===== src/rtl/gf233_sq_pkg.sv =====
package gf233_sq_pkg;
  // Field degree and middle tap of the trinomial x^M + x^K + 1
  localparam int unsigned GF_DEG = 233;
  localparam int unsigned GF_TAP = 74;
endpackage


===== src/rtl/gf_spread.sv =====
// Zero-interleave: coefficient i moves to position 2i.
module gf_spread #(
  parameter int unsigned W = 233,
  localparam int unsigned WIDE = 2 * W - 1
) (
  input  logic [W-1:0]    a,
  output logic [WIDE-1:0] wide
);
  for (genvar i = 0; i < W; i++) begin : g_even
    assign wide[2*i] = a[i];
  end
  for (genvar i = 0; i < W - 1; i++) begin : g_odd
    assign wide[2*i+1] = 1'b0;
  end
endmodule


===== src/rtl/gf_fold.sv =====
// Reduce a degree < 2W-1 polynomial modulo x^W + x^K + 1.
// Working top-down, each term x^k (k >= W) becomes x^(k-W+K) + x^(k-W);
// the first of these may still be >= W and is folded by a later step.
module gf_fold #(
  parameter int unsigned W = 233,
  parameter int unsigned K = 74,
  localparam int unsigned WIDE = 2 * W - 1
) (
  input  logic [WIDE-1:0] wide,
  output logic [W-1:0]    res
);
  logic [WIDE-1:0] acc;

  always_comb begin
    acc = wide;
    for (int k = WIDE - 1; k >= int'(W); k--) begin
      if (acc[k]) begin
        acc[k]         = 1'b0;
        acc[k - W + K] = ~acc[k - W + K];
        acc[k - W]     = ~acc[k - W];
      end
    end
    res = acc[W-1:0];
  end
endmodule


===== src/rtl/gf_hold_stage.sv =====
// One-entry valid/ready register stage.
module gf_hold_stage #(
  parameter int unsigned W = 233
) (
  input  logic         clk,
  input  logic         rst_n,
  input  logic         in_valid,
  output logic         in_ready,
  input  logic [W-1:0] in_data,
  output logic         out_valid,
  input  logic         out_ready,
  output logic [W-1:0] out_data
);
  logic take;

  assign in_ready = !out_valid || out_ready;
  assign take     = in_valid && in_ready;

  always_ff @(posedge clk or negedge rst_n) begin
    if (!rst_n) begin
      out_valid <= 1'b0;
    end else if (take) begin
      out_valid <= 1'b1;
    end else if (out_ready) begin
      out_valid <= 1'b0;
    end
  end

  always_ff @(posedge clk or negedge rst_n) begin
    if (!rst_n) begin
      out_data <= '0;
    end else if (take) begin
      out_data <= in_data;
    end
  end
endmodule


===== src/rtl/gf233_square.sv =====
module gf233_square
  import gf233_sq_pkg::*;
#(
  parameter int unsigned FIELD_W = GF_DEG,
  parameter int unsigned TAP     = GF_TAP,
  localparam int unsigned WIDE   = 2 * FIELD_W - 1
) (
  input  logic               clk,
  input  logic               rst_n,
  input  logic               in_valid,
  output logic               in_ready,
  input  logic [FIELD_W-1:0] in_data,
  output logic               out_valid,
  input  logic               out_ready,
  output logic [FIELD_W-1:0] out_data
);
  logic [WIDE-1:0]    spread_w;
  logic [FIELD_W-1:0] square_w;

  gf_spread #(.W(FIELD_W)) u_spread (
    .a    (in_data),
    .wide (spread_w)
  );

  gf_fold #(.W(FIELD_W), .K(TAP)) u_fold (
    .wide (spread_w),
    .res  (square_w)
  );

  gf_hold_stage #(.W(FIELD_W)) u_stage (
    .clk       (clk),
    .rst_n     (rst_n),
    .in_valid  (in_valid),
    .in_ready  (in_ready),
    .in_data   (square_w),
    .out_valid (out_valid),
    .out_ready (out_ready),
    .out_data  (out_data)
  );
endmodule


===== config.mk =====
export PLATFORM = sky130hd
export DESIGN_NAME = gf233_square
export DESIGN_NICKNAME = d
export VERILOG_FILES = /design/src/rtl/gf233_sq_pkg.sv /design/src/rtl/gf_spread.sv /design/src/rtl/gf_fold.sv /design/src/rtl/gf_hold_stage.sv /design/src/rtl/gf233_square.sv
export SDC_FILE = /design/constraint.sdc
export NUM_CORES = 1
export LEC_CHECK = 0
export BUFFER_PORTS_ARGS = -buffer_cell sky130_fd_sc_hd__buf_4
export CAP_MARGIN = 20
export CORE_MARGIN = 2
export CORE_UTILIZATION = 46
export DETAILED_ROUTE_END_ITERATION = 8
export PLACE_DENSITY = 0.72
export SLEW_MARGIN = 20
export SYNTH_ARGS = -nofsm -noshare
export SYNTH_HDL_FRONTEND = slang
export SYNTH_HIERARCHICAL = 1
export SYNTH_SLANG_ARGS = --single-unit

===== constraint.sdc =====
create_clock -name clk -period 1.6 [get_ports clk]
set_clock_uncertainty 0.1 [all_clocks]
set_input_delay 0.16 -clock clk [delete_from_list [all_inputs] [get_ports clk]]
set_output_delay 0.16 -clock clk [all_outputs]
set_load 0.005 [all_outputs]

==> impl_metrics.ini <==
[status]
status = finished with violations
violations = setup timing

[global_route]
grt_pass1_wl_um = 61100
grt_pass1_vias = 11000
grt_max_degree = 44
grt-ovfl-total = 0
antenna_found_initial = 1
track_usage_pct = 20.5

[clock_tree]
cts.sinks = 234
htreeDepth = 1
clock-root-buffer = clkbuf_16
cts_tree = yes
clkTransAtPathRegs_ns = 0.06
numCtsBuffers = 27
post_cts_buffers = 0
worstSkewPairLatency_ns = 0.52
clockBufferDepth = 3

[power]
p_total_mw = 23.4
p_per_area_nw_per_um2 = 1090
p_leak_nw = 10.3
ir_worst_vdd_v = 0.000626

[sta]
finalSetupViolCount = 2
max-slew-margin-rel_pct = 62.2
final_max_slew_viol_count = 0
whs_ns = 0.0182
period_minus_slack_ns = 1.62
max_freq_mhz = 618
rsz0062_at_grt = true
setup_ws_ns = -0.0169
hold_viol = 0
setup_tns_ns = -0.0186
period_share_pct = 101
tightestPinTransition_ns = 0.565

[min_path]
min_path_type = primary input to register
holdPathEnd = u_stage/out_data[145]$_DFFE_PN0P_
min_from = in_data[189]
hold_path_depth = 4

[place]
post-place-ws_ns = 0.0378
dpl.hpwl_um = 29900
port_buffers = 471
placed_cells = 2138
gp_congestion = 0.824

[yosys]
synth_top_area_cell = dfrtp_1
synth_fa_ha_area_share_pct = 0
synth_cells = 1425
yosys.area_share.simple_pct = 0.155
avgSynthCellArea_um2 = 11.9
synth_xor_area_share_pct = 24.0
synth_top_family_by_area = XOR/XNOR gates
synth_area_um2 = 16900
yosysSeqAreaShare_pct = 34.6
synth_warnings = 6
synthMuxAreaShare_pct = 19.2
yosys-top-cells-area = dfrtp_1 (35%), buf_4 (21%), xnor2_1 (16%)
ys_ff_latch = 234
synth_cell_types = 12
yosysTopAreaCellShare_pct = 34.6
synth_compound_area_share_pct = 0

[routing]
wl_per_cell_um = 16.9
drtIter0Drc = 199
vias = 10000
routed_wl_um = 40100
viasPerCell = 4.22
drc = 0
ant_nets = 0
dr.pass1.iters = 4

[floorplan]
io_pins = 472
die-width_um = 196
dieArea_um2 = 38400
die_h_um = 196
num_rows = 70
start_util_pct = 46.5
core_area_um2 = 36400

[setup_path]
critPathRequiredTime_ns = 1.90
cp_max_fo = 2
worstSetupPathType = primary input to register
arrival_ns = 1.92
start_kind = primary input
rr_startpoint = u_stage/out_valid$_DFFE_PN0P_
r2r_end = u_stage/out_data[22]$_DFFE_PN0P_
cp-end-kind = register
rrSetupSlack_ns = 0.04
r2r_cells = 5

[layout]
most-common-layout-cells = buf_4 (484), xnor2_1 (310), dfrtp_1 (234), conb_1 (232), dlygate4sd3_1 (184)
multi_input_area_um2 = 8310
finalNonFillerCells = 2371
final_nets = 2120
fill_cells = 2837
final_common_cell = buf_4
regArea_um2 = 5860
syn2layout_area_growth_pct = 27.1
drive_gt1_share_pct = 41.4

[flow_run]
maxCapViolCount = 0
critical path, cell delays in order:
cell,delay (ns)
dlygate4sd3_1,0.54
buf_4,0.17
xnor2_4,0.14
xnor2_1,0.09
dlygate4sd3_1,0.55
mux2_4,0.26
cells by family after synthesis:
logic type / Yosys count
muxes: 233
other: 1
DFF: 234
buffers and inverters: 490
xor gates and xnor gates: 464
and+or+nand+nor: 3
synth_stat cells, drive strengths merged:
library cell,n
buf,490
conb,1
dfrtp,234
mux2,233
nand2,1
nand2b,2
xnor2,316
xor2,148
report_power, final:
group | leakage [nW] | switching, mW | internal [mW] | total [mW]
logic | 7.13 | 2.99 | 5.52 | 8.51
registers | 2.74 | 1.08 | 7.49 | 8.56
clock network | 0.445 | 2.47 | 3.87 | 6.34
total | 10.3 | 6.54 | 16.9 | 23.4
worst max-delay path by stage:
stage                                                   end                           from  slack (ns)  cells past startpoint
final                     u_stage/out_data[169]$_DFFE_PN0P_                   in_data[164]       -0.02                      6
after global routing      u_stage/out_data[169]$_DFFE_PN0P_                   in_data[164]       -0.02                      6
after CTS                 u_stage/out_data[187]$_DFFE_PN0P_                   in_data[173]       0.007                      6
after detailed placement   u_stage/out_data[20]$_DFFE_PN0P_  u_stage/out_valid$_DFFE_PN0P_        0.04                      5
after global placement     u_stage/out_data[33]$_DFFE_PN0P_  u_stage/out_valid$_DFFE_PN0P_        0.07                      5
after floorplan           u_stage/out_data[100]$_DFFE_PN0P_  u_stage/out_valid$_DFFE_PN0P_        0.16                      5
layer usage:
metal  global-route usage, %  vias up  share of wire [%]
met5                       0        -                  0
met4                    6.54        0                3.2
met3                    4.66       70                6.4
met2                    36.9      353                 50
met1                    24.2     4833                 40
li1                        -     4751                  -
sequential cells by signal, indices dropped and copies added (netlist names):
signal             count
u_stage/out_data     233
u_stage/out_valid      1
layout make-up:
type | count | share of cell area (%)
timing repair buffer | 688 | 27.3
clock inverter | 12 | 0.755
tap | 468 | 2.72
clock buffer | 36 | 3.43
multi-input combinational | 932 | 38.6
sequential | 234 | 27.2
antenna | 1 | 0.0116
what timing repair did:
action / in CTS / in global routing
hold buffers: 183 / 1
resized for setup: 0 / 14
endpoints found under the hold margin: 393 / 1
endpoints found under the setup margin: 0 / 21
per-stage QoR:
step | utilization, % | instance area (µm²)
2_1_floorplan | - | 17800
3_3_place_gp | 51.3 | 18700
3_5_place_dp | 51.3 | 18700
4_1_cts | 58.8 | 21400
5_1_grt | 59.1 | 21500
6_report | 59.1 | 21500
Power figures use the tool's default switching activity.
